$ cat src/rtl/csel_pkg.sv
package csel_pkg;
  localparam int unsigned CS_ADDR_W  = 24;
  localparam int unsigned CS_BLK_LSB = 13;
  localparam int unsigned CS_WS_W    = 3;
  localparam int unsigned CS_REG_W   = 16;
  localparam int unsigned CS_SYNC_N  = 2;

  typedef enum logic {
    SEL_BASE = 1'b0,
    SEL_OPT  = 1'b1
  } cfg_sel_e;
endpackage

$ cat src/rtl/csel_cfg_regs.sv
module csel_cfg_regs
  import csel_pkg::*;
#(
  parameter int unsigned MASK_W    = 11,
  parameter int unsigned WS_W      = 3,
  parameter int unsigned REG_W     = 16,
  parameter logic [MASK_W-1:0] RST_BASE = '0,
  parameter logic        RST_VALID = 1'b1
) (
  input  logic              clk,
  input  logic              rst_n,
  input  logic              cfg_we,
  input  logic              cfg_sel,
  input  logic [REG_W-1:0]  cfg_wdata,
  output logic [MASK_W-1:0] base_addr,
  output logic              base_rw,
  output logic              base_valid,
  output logic [MASK_W-1:0] opt_mask,
  output logic              opt_mrw,
  output logic [WS_W-1:0]   opt_ws
);
  localparam int unsigned FLD_LO = REG_W - MASK_W;
  localparam logic [WS_W-1:0] RST_WS = {{(WS_W-1){1'b1}}, 1'b0};

  logic              base_en, opt_en;
  logic [MASK_W-1:0] base_addr_d, opt_mask_d;
  logic              base_rw_d, base_valid_d, opt_mrw_d;
  logic [WS_W-1:0]   opt_ws_d;

  // next-state: decode the target word and slice the fields
  always_comb begin
    base_en      = cfg_we & (cfg_sel == SEL_BASE);
    opt_en       = cfg_we & (cfg_sel == SEL_OPT);
    base_addr_d  = cfg_wdata[REG_W-1:FLD_LO];
    base_rw_d    = cfg_wdata[1];
    base_valid_d = cfg_wdata[0];
    opt_mask_d   = cfg_wdata[REG_W-1:FLD_LO];
    opt_ws_d     = cfg_wdata[WS_W+1:2];
    opt_mrw_d    = cfg_wdata[1];
  end

  always_ff @(posedge clk or negedge rst_n) begin
    if (!rst_n) begin
      base_addr  <= RST_BASE;
      base_rw    <= 1'b1;
      base_valid <= RST_VALID;
      opt_mask   <= '1;
      opt_mrw    <= 1'b0;
      opt_ws     <= RST_WS;
    end else begin
      if (base_en) begin
        base_addr  <= base_addr_d;
        base_rw    <= base_rw_d;
        base_valid <= base_valid_d;
      end
      if (opt_en) begin
        opt_mask <= opt_mask_d;
        opt_mrw  <= opt_mrw_d;
        opt_ws   <= opt_ws_d;
      end
    end
  end
endmodule

$ cat src/rtl/csel_match.sv
module csel_match #(
  parameter int unsigned MASK_W = 11
) (
  input  logic [MASK_W-1:0] bus_hi,
  input  logic              bus_rw,
  input  logic [MASK_W-1:0] base_addr,
  input  logic              base_rw,
  input  logic              base_valid,
  input  logic [MASK_W-1:0] opt_mask,
  input  logic              opt_mrw,
  output logic              hit
);
  logic [MASK_W-1:0] bit_ok;
  logic              rw_ok;

  for (genvar i = 0; i < MASK_W; i++) begin : g_bit
    assign bit_ok[i] = ~opt_mask[i] | (bus_hi[i] ~^ base_addr[i]);
  end

  always_comb begin
    rw_ok = ~opt_mrw | (bus_rw ~^ base_rw);
    hit   = base_valid & rw_ok & (&bit_ok);
  end
endmodule

$ cat src/rtl/csel_wait_ctrl.sv
module csel_wait_ctrl #(
  parameter int unsigned WS_W = 3
) (
  input  logic            clk,
  input  logic            rst_n,
  input  logic            as_n,
  input  logic            hit,
  input  logic [WS_W-1:0] ws_code,
  input  logic            alt,
  output logic            cs_n,
  output logic            dtack_n,
  output logic            dtack_oe
);
  localparam int unsigned CNT_W = WS_W + 1;
  localparam logic [WS_W-1:0] EXT_CODE = '1;

  logic             seen_q, seen_d;
  logic             act_q, act_d;
  logic             ext_q, ext_d;
  logic             ack_q, ack_d;
  logic [CNT_W-1:0] cnt_q, cnt_d;
  logic             start, cnt_en, cnt_en_any;

  always_comb begin
    start      = ~as_n & ~seen_q & hit;
    cnt_en     = ~as_n & act_q & ~ext_q & (cnt_q != '0);
    cnt_en_any = as_n | start | cnt_en;
    seen_d     = ~as_n;
    act_d      = act_q;
    ext_d      = ext_q;
    ack_d      = ack_q;
    cnt_d      = cnt_q;
    if (as_n) begin
      act_d = 1'b0;
      ext_d = 1'b0;
      ack_d = 1'b0;
      cnt_d = '0;
    end else if (start) begin
      act_d = 1'b1;
      ext_d = (ws_code == EXT_CODE);
      cnt_d = alt ? {ws_code, 1'b0} : {1'b0, ws_code};
    end else if (cnt_en) begin
      cnt_d = cnt_q - 1'b1;
    end else if (act_q & ~ext_q) begin
      ack_d = 1'b1;
    end
  end

  always_ff @(posedge clk or negedge rst_n) begin
    if (!rst_n) begin
      seen_q <= 1'b0;
      act_q  <= 1'b0;
      ext_q  <= 1'b0;
      ack_q  <= 1'b0;
      cnt_q  <= '0;
    end else begin
      seen_q <= seen_d;
      act_q  <= act_d;
      ext_q  <= ext_d;
      ack_q  <= ack_d;
      if (cnt_en_any) begin
        cnt_q <= cnt_d;
      end
    end
  end

  assign cs_n     = ~act_q;
  assign dtack_oe = act_q & ~ext_q;
  assign dtack_n  = ~ack_q;
endmodule

$ cat src/rtl/csel_channel.sv
module csel_channel
  import csel_pkg::*;
#(
  parameter int unsigned ADDR_W    = CS_ADDR_W,
  parameter int unsigned BLK_LSB   = CS_BLK_LSB,
  parameter int unsigned WS_W      = CS_WS_W,
  parameter int unsigned REG_W     = CS_REG_W,
  parameter int unsigned SYNC_N    = CS_SYNC_N,
  parameter int unsigned BOOT_BASE = 0,
  parameter logic        BOOT_EN   = 1'b1
) (
  input  logic              clk,
  input  logic              rst_n,
  input  logic              cfg_we,
  input  logic              cfg_sel,
  input  logic [REG_W-1:0]  cfg_wdata,
  input  logic [ADDR_W-1:0] bus_addr,
  input  logic              bus_rw,
  input  logic              bus_as_n,
  input  logic              alt_mode,
  output logic              cs_n,
  output logic              dtack_out_n,
  output logic              dtack_oe
);
  localparam int unsigned MASK_W = ADDR_W - BLK_LSB;
  localparam logic [MASK_W-1:0] RST_BASE = BOOT_BASE[MASK_W-1:0];

  logic [SYNC_N-1:0] rst_pipe;
  logic              rst_int_n;
  logic [MASK_W-1:0] base_addr, opt_mask;
  logic              base_rw, base_valid, opt_mrw, hit;
  logic [WS_W-1:0]   opt_ws;
  logic              unused_low;

  // asynchronous assertion, release aligned to the clock
  always_ff @(posedge clk or negedge rst_n) begin
    if (!rst_n) begin
      rst_pipe <= '0;
    end else begin
      rst_pipe <= {rst_pipe[SYNC_N-2:0], 1'b1};
    end
  end
  assign rst_int_n  = rst_pipe[SYNC_N-1];
  assign unused_low = ^bus_addr[BLK_LSB-1:0];

  csel_cfg_regs #(
    .MASK_W(MASK_W), .WS_W(WS_W), .REG_W(REG_W),
    .RST_BASE(RST_BASE), .RST_VALID(BOOT_EN)
  ) i_regs (
    .clk(clk), .rst_n(rst_int_n),
    .cfg_we(cfg_we), .cfg_sel(cfg_sel), .cfg_wdata(cfg_wdata),
    .base_addr(base_addr), .base_rw(base_rw), .base_valid(base_valid),
    .opt_mask(opt_mask), .opt_mrw(opt_mrw), .opt_ws(opt_ws)
  );

  csel_match #(.MASK_W(MASK_W)) i_match (
    .bus_hi(bus_addr[ADDR_W-1:BLK_LSB]), .bus_rw(bus_rw),
    .base_addr(base_addr), .base_rw(base_rw), .base_valid(base_valid),
    .opt_mask(opt_mask), .opt_mrw(opt_mrw), .hit(hit)
  );

  csel_wait_ctrl #(.WS_W(WS_W)) i_wait (
    .clk(clk), .rst_n(rst_int_n),
    .as_n(bus_as_n), .hit(hit), .ws_code(opt_ws), .alt(alt_mode),
    .cs_n(cs_n), .dtack_n(dtack_out_n), .dtack_oe(dtack_oe)
  );
endmodule

$ cat config.mk
export PLATFORM = sky130hd
export DESIGN_NAME = csel_channel
export DESIGN_NICKNAME = d
export VERILOG_FILES = /design/src/rtl/csel_pkg.sv /design/src/rtl/csel_cfg_regs.sv /design/src/rtl/csel_match.sv /design/src/rtl/csel_wait_ctrl.sv /design/src/rtl/csel_channel.sv
export SDC_FILE = /design/constraint.sdc
export NUM_CORES = 1
export LEC_CHECK = 0
export ABC_CLOCK_PERIOD_IN_PS = 1800
export BUFFER_PORTS_ARGS = -buffer_cell sky130_fd_sc_hd__buf_2
export CORE_ASPECT_RATIO = 1.1
export CORE_MARGIN = 1
export CORE_UTILIZATION = 45
export CTS_CLUSTER_SIZE = 8
export DETAILED_ROUTE_END_ITERATION = 6
export GPL_TIMING_DRIVEN = 0
export PLACE_DENSITY = 0.71
export SETUP_SLACK_MARGIN = 0.4
export SYNTH_ARGS = -nofsm -noshare
export SYNTH_HDL_FRONTEND = slang
export SYNTH_SLANG_ARGS = --single-unit
export TNS_END_PERCENT = 10
$ cat constraint.sdc
create_clock -name clk -period 1.8 [get_ports clk]
set_clock_uncertainty 0.1 [all_clocks]
set_input_delay 0.18 -clock clk [delete_from_list [all_inputs] [get_ports clk]]
set_output_delay 0.18 -clock clk [all_outputs]
set_load 0.005 [all_outputs]
==> impl_metrics.csv, run 1 <==
group,metric,value,unit
outcome,outcome,"complete, but fails checks",
outcome,violations,"negative setup slack",
floorplanning,die_y,67.5,microns
route,wirelength,3200,microns
route,ant_nets,0,
clock_tree,post-cts-setup-buffers,0,
worst_setup_path,crit_type,"reg -> reg",
clock_tree,clock_latency,0.29,ns
worst_setup_path,arrival,1.89,ns
logic_synthesis,seq_area_frac_synth,55.3,%
logic_synthesis,synthFlopType,"dfrtp_1",
global_route,grt_overflow,0,
logic_synthesis,async_flop_share,100,%
logic_synthesis,yosys.area.top_type_share,32.8,%
floorplanning,chipWidth,61.5,microns
global_route,grt_max_degree,37,
timing,tightest_slew,0.760,ns
logic_synthesis,synth-seq-cells,38,
floorplanning,ios,50,
floorplanning,die_area,0.00415,sq mm
logic_synthesis,syn-num-nets,177,
worst_setup_path,crit_path_end_kind,"flop",
final_layout,final_util,57.4,%
placed_design,dpl.hpwl,2360,microns
floorplanning,rows,23,
route,num_vias,1102,
placed_design,dp.cells,214,
route,routedWlPerCell,14.3,microns
final_layout,final_net_count,221,
final_layout,antennaDiodeCount,0,
logic_synthesis,avgSynthCellArea,13.7,sq um
timing,hold_viol_final,0,
worst_setup_path,path_max_fanout,5,
worst_setup_path,cp.required,1.88,ns
logic_synthesis,synth.most_common_cell,"mux2_2",
clock_tree,numCtsBuffers,5,
timing,final.setup.tns,-0.0107,ns
timing,max_freq,552,MHz
timing,timing.hold.ws,0.0213,ns
timing,slew_viol_final,0,
route,routed_via_density,4.94,
floorplanning,core,0.00368,sq mm
timing,setup_ws,-0.0107,ns
global_route,grt_pass1_vias,1160,
power_and_ir_drop,peakVddDrop,0.000565,V
worst_hold_path,min_path_type,"in -> reg",
logic_synthesis,synth_edf_count,0,
global_route,grt_pass1_wl,5240,microns
clock_tree,cts_buffer_depth,2,
clock_tree,path_clk_slew,0.07,ns
logic_synthesis,ys_top_cells_by_count,"mux2_2, dfrtp_1, dfstp_2",
final_layout,drive_gt1_share,52.6,%
route,drt_iter0_drc,39,
timing,finalCriticalPeriod,1.81,ns
timing,rsz0062_at_grt,"true",
final_layout,syn_to_final_growth,20.7,%
power_and_ir_drop,p_per_area,967,mW/mm^2
logic_synthesis,syn_area,0.00175,sq mm
route,first_pass_iters,6,
final_layout,final_cells,223,
route,drcViolationCount,0,
clock_tree,clock_sinks,38,
clock_tree,cts_tree,"done",
global_route,track_usage,18.1,%
power_and_ir_drop,leakage,0.927,nW
logic_synthesis,ys_top_cells_by_area,"dfrtp_1, dfstp_2, mux2_2, xor2_1, mux2i_1",
clock_tree,root_buffer,"clkbuf_8",
timing,max_slew_margin,49.4,%
logic_synthesis,synth_top_area_cell,"dfrtp_1",
global_route,antenna_found_initial,0,
worst_setup_path,cp-start-kind,"flop",
logic_synthesis,synth_warnings,0,
placed_design,gp_congestion,0.750,
logic_synthesis,synthCells,128,
placed_design,post-place-ws,-0.0135,ns
job,maxCapViolCount,0,
logic_synthesis,yosys.cell_types.count,31,
placed_design,portBuffers,36,
timing,post-route-period-util,101,%
floorplanning,initial_core_util,47.6,%
clock_tree,htreeDepth,2,
timing,setup_viol_count_final,1,
-- path summary, 6_finish.rpt --
path	startpoint	to	cells after the start	slack, ns
max	i_regs.base_addr[9]	i_wait.cnt_q[3]	5	-0.01
min	cfg_wdata[0]	i_regs.base_valid	2	0.02
max reg2reg	i_regs.base_addr[9]	i_wait.cnt_q[3]	5	-0.01
min reg2reg	rst_pipe[1]	i_regs.base_addr[6]	0	0.25
max in group asynchronous	rst_pipe[1]	i_regs.base_addr[8]	0	0.87
min in group asynchronous	rst_n	rst_pipe[1]	2	0.10
-- where the power goes --
| group | internal [mW] | switching, mW |
|---|---|---|
| registers | 0.990 | 0.0766 |
| clock network | 0.414 | 0.282 |
| logic | 0.161 | 0.121 |
-- per-layer routing --
layer  vias to the layer above  wire (microns)  GRT usage, %
met1                       529            1340          20.6
met3                         6             168          6.70
met2                        27            1620          30.4
met5                         -               0             0
met4                         0              62          7.50
li1                        540               -             -
-- placed cells by master (no fill, tap or decap), drive strengths merged --
cell          n
a31o          1
dlygate4sd3   1
mux2         28
o31ai         1
o32ai         1
nor2          2
a222oi        1
nand2         6
o22ai         1
dfrtp        23
and2          1
o211ai        1
nor3          1
bufinv        1
buf          37
nand3         4
dfstp        15
nand4         1
nor2b         1
xor2         12
a22oi         4
mux2i         6
ha            2
nand2b        1
inv           5
clkbuf        8
nor3b         2
conb          1
or3b          1
xnor2         3
o211a         1
-- critical path, cell delays in order, from the launching register on --
cell      delay (ns)
dfrtp_1         0.39
xor2_1          0.14
a222oi_1        0.42
nand3_2         0.21
o211a_1         0.25
a31o_1          0.18
-- logic make-up after synthesis --
kind of cell	Yosys count	synth area share, %
multiplexers	34	21.4
flip-flops	38	55.3
AO/OA/AOI/OAI	11	5.07
adder cells (fa/ha/maj)	2	1.43
other	1	0.214
buffers and inverters	7	1.57
XOR/XNOR	15	7.49
AND/OR/NAND/NOR	20	7.49
-- flip-flops by register name, summed over array words and instances, names as in the netlist --
| signal | cells |
|---|---|
| i_regs.base_addr | 11 |
| i_regs.base_rw | 1 |
| i_regs.base_valid | 1 |
| i_regs.opt_mask | 11 |
| i_regs.opt_mrw | 1 |
| i_regs.opt_ws | 3 |
| i_wait.ack_q | 1 |
| i_wait.act_q | 1 |
| i_wait.cnt_q | 4 |
| i_wait.ext_q | 1 |
| i_wait.seen_q | 1 |
| rst_pipe | 2 |
-- repair_timing --
action                                  4_1_cts  5_1_grt
resized for setup                             2        0
hold endpoints to repair                      2        0
endpoints found under the setup margin       28        7
cloned                                        0        0
pin swaps                                     3        0
hold buffers                                  1        0
-- cell type report --
class | count | area [sq um]
plain buffers | 2 | 8.76
clock buffers | 7 | 76.3
clock inverters | 1 | 30.0
fillers | 330 | 1570
inverters | 5 | 18.8
multi-input cells | 83 | 758
flip-flops and latches | 38 | 971
well taps | 50 | 62.6
repair buffers | 37 | 190
-- metrics by stage --
step                      area [sq um]  power [mW]
after global routing              2120        2.14
final                             2120        2.05
after global placement            2000        1.35
after floorplan                   1750        1.26
after detailed placement          2000        1.37
after CTS                         2120        2.07
Power figures use the tool's default switching activity.
==> inputs of run 2 (changes only) <==
- CORE_ASPECT_RATIO: 1.1 -> unset
- CTS_CLUSTER_SIZE: 8 -> 16
==> run 2 against run 1 <==
Compared with the run above:
- the run still ends with negative setup slack left
- die area about the same
- via count up 2.3%
- final area down 1.0%
- clock power down 19%
- first-iteration DRC count down 15%
- worst hold slack worse by 0.0034 ns
- non-clock buffer count up 1
- largest power group unchanged
==> impl_metrics.csv, run 2 (same netlist as run 1, synthesis figures left out) <==
group,metric,value,unit
outcome,outcome,"complete, but fails checks",
outcome,violations,"negative setup slack",
route,dr_wl_met2,1720,microns
final_layout,final_net_count,222,
worst_setup_path,arrival,1.92,ns
power_and_ir_drop,peakVddDrop,0.000650,V
clock_tree,clock_latency,0.29,ns
route,num_vias,1127,
worst_setup_path,cp_cell_sequence,"xor2_1 > a222oi_1 > nand3_2 > o211a_1 > a31o_1",
worst_setup_path,cp.required,1.88,ns
worst_setup_path,cp_top_family,"compound AO/OA/AOI/OAI gates",
power_and_ir_drop,switching_share,25.6,%
final_layout,final_util,56.8,%
global_route,grt_overflow,0,
timing,hold_viol_final,0,
route,routed_via_density,5.08,
floorplanning,die_area,0.00415,sq mm
route,wl_met1,1320,microns
worst_setup_path,cp_slowest_cell,"a222oi_1",
floorplanning,rows,22,
worst_hold_path,min_path_type,"in -> reg",
global_route,antenna_found_initial,0,
final_layout,drive_gt1_share,53.4,%
timing,rsz0062_at_grt,"true",
power_and_ir_drop,pwr-share-clk,29.5,%
placed_design,portBuffers,36,
clock_tree,cts_buffer_depth,2,
clock_tree,path_clk_slew,0.08,ns
timing,tightest_slew,0.755,ns
route,routedWlPerCell,14.6,microns
final_layout,nFillCells,330,
final_layout,syn_to_final_growth,19.5,%
route,drt_iter0_drc,33,
route,wl_met3,154,microns
worst_setup_path,crit_path_end_kind,"flop",
timing,slew_viol_final,0,
worst_setup_path,crit_type,"reg -> reg",
timing,finalCriticalPeriod,1.84,ns
worst_setup_path,crit_buf_inv,0,
route,wirelength,3250,microns
floorplanning,core,0.00369,sq mm
route,drcViolationCount,0,
placed_design,dpl.hpwl,2410,microns
clock_tree,cts_tree,"done",
floorplanning,ios,50,
power_and_ir_drop,p_switching,0.493,mW
timing,max_slew_margin,49.6,%
floorplanning,die_y,64.4,microns
floorplanning,initial_core_util,47.5,%
worst_setup_path,cp-start-kind,"flop",
final_layout,final_common_cell,"buf_2",
power_and_ir_drop,combPwrFrac,15.2,%
timing,post-route-period-util,102,%
final_layout,antennaDiodeCount,0,
global_route,grt_pass1_wl,5310,microns
placed_design,gp_congestion,0.742,
power_and_ir_drop,p_per_area,919,mW/mm^2
power_and_ir_drop,pwr-share-seq,55.3,%
timing,setup_viol_count_final,1,
job,maxCapViolCount,0,
global_route,track_usage,17.4,%
route,ant_nets,0,
worst_setup_path,path_max_fanout,5,
worst_setup_path,slowest_delay,0.41,ns
floorplanning,chipWidth,64.4,microns
clock_tree,root_buffer,"clkbuf_8",
power_and_ir_drop,leakage,0.921,nW
clock_tree,clock_sinks,38,
timing,setup_ws,-0.0393,ns
route,highest_layer,"met4",
global_route,grt_pass1_vias,1176,
final_layout,reg_top3,"i_regs.base_addr: 11 flops, i_regs.opt_mask: 11 flops, i_wait.cnt_q: 4 flops",
power_and_ir_drop,internal_power,1.43,mW
clock_tree,htreeDepth,2,
route,first_pass_iters,4,
timing,max_freq,544,MHz
clock_tree,numCtsBuffers,5,
power_and_ir_drop,p_total,1.93,mW
final_layout,layout_common_cells,"buf_2, mux2_2, dfrtp_1",
global_route,grt_max_degree,37,
[run 2: what timing repair did]
| action | CTS | global route |
|---|---|---|
| gates resized for setup | 1 | 4 |
| cloned | 0 | 0 |
| buffers inserted | 1 | 0 |
| pin swaps | 3 | 1 |
| hold buffers | 1 | 0 |
| hold endpoints to repair | 2 | 0 |
| endpoints found under the setup margin | 28 | 17 |
[run 2: metal layers]
metal	vias to the layer above	track usage, %
met5	-	0
met4	0	8.33
met3	6	4.58
met2	28	30.4
met1	552	19.8
li1	541	-
[run 2: area by class of cell]
type                    instances  area [sq um]  area share (%)
well taps                      48          60.1            2.87
clock buffers                   8          80.1            3.82
plain buffers                   2          10.0           0.478
repair buffers                 38           198            9.44
flip-flops and latches         38           971            46.4
multi-input cells              83           757            36.1
inverters                       5          18.8           0.896
[run 2: power groups by stage]
| stage | clock network [mW] | logic [mW] | registers (mW) |
|---|---|---|---|
| 3_5_place_dp | 0 | 0.285 | 1.08 |
| 6_report | 0.567 | 0.293 | 1.07 |
| 5_1_grt | 0.606 | 0.321 | 1.08 |
| 4_1_cts | 0.567 | 0.297 | 1.07 |
| 3_3_place_gp | 0 | 0.273 | 1.07 |
| 2_1_floorplan | 0 | 0.205 | 1.06 |
[run 2: metrics by stage]
| step | setup TNS (ns) | hold slack (ns) | cell area, sq um | worst slack [ns] | instances |
|---|---|---|---|---|---|
| after floorplan | 0 | -0.216 | 1750 | 0.165 | 128 |
| after global routing | -0.468 | 0.0211 | 2090 | -0.116 | 222 |
| after CTS | -0.132 | 0.0182 | 2090 | -0.0733 | 222 |
| after detailed placement | -0.116 | -0.131 | 1990 | -0.0603 | 212 |
| after global placement | 0 | -0.135 | 1990 | 0.00777 | 212 |
| final | -0.0393 | 0.0179 | 2090 | -0.0393 | 222 |
[run 2: final timing paths]
check                      slack, ns           startpoint  depth (start not counted)             endpoint
setup reg to reg               -0.04  i_regs.base_addr[9]                          5      i_wait.cnt_q[3]
hold reg to reg                 0.24          rst_pipe[1]                          0  i_regs.base_addr[6]
hold / removal                  0.02             bus_as_n                          2         i_wait.ack_q
min in group asynchronous       0.10                rst_n                          2          rst_pipe[1]
max in group asynchronous       0.87          rst_pipe[1]                          0  i_regs.base_addr[7]
setup / recovery               -0.04  i_regs.base_addr[9]                          5      i_wait.cnt_q[3]
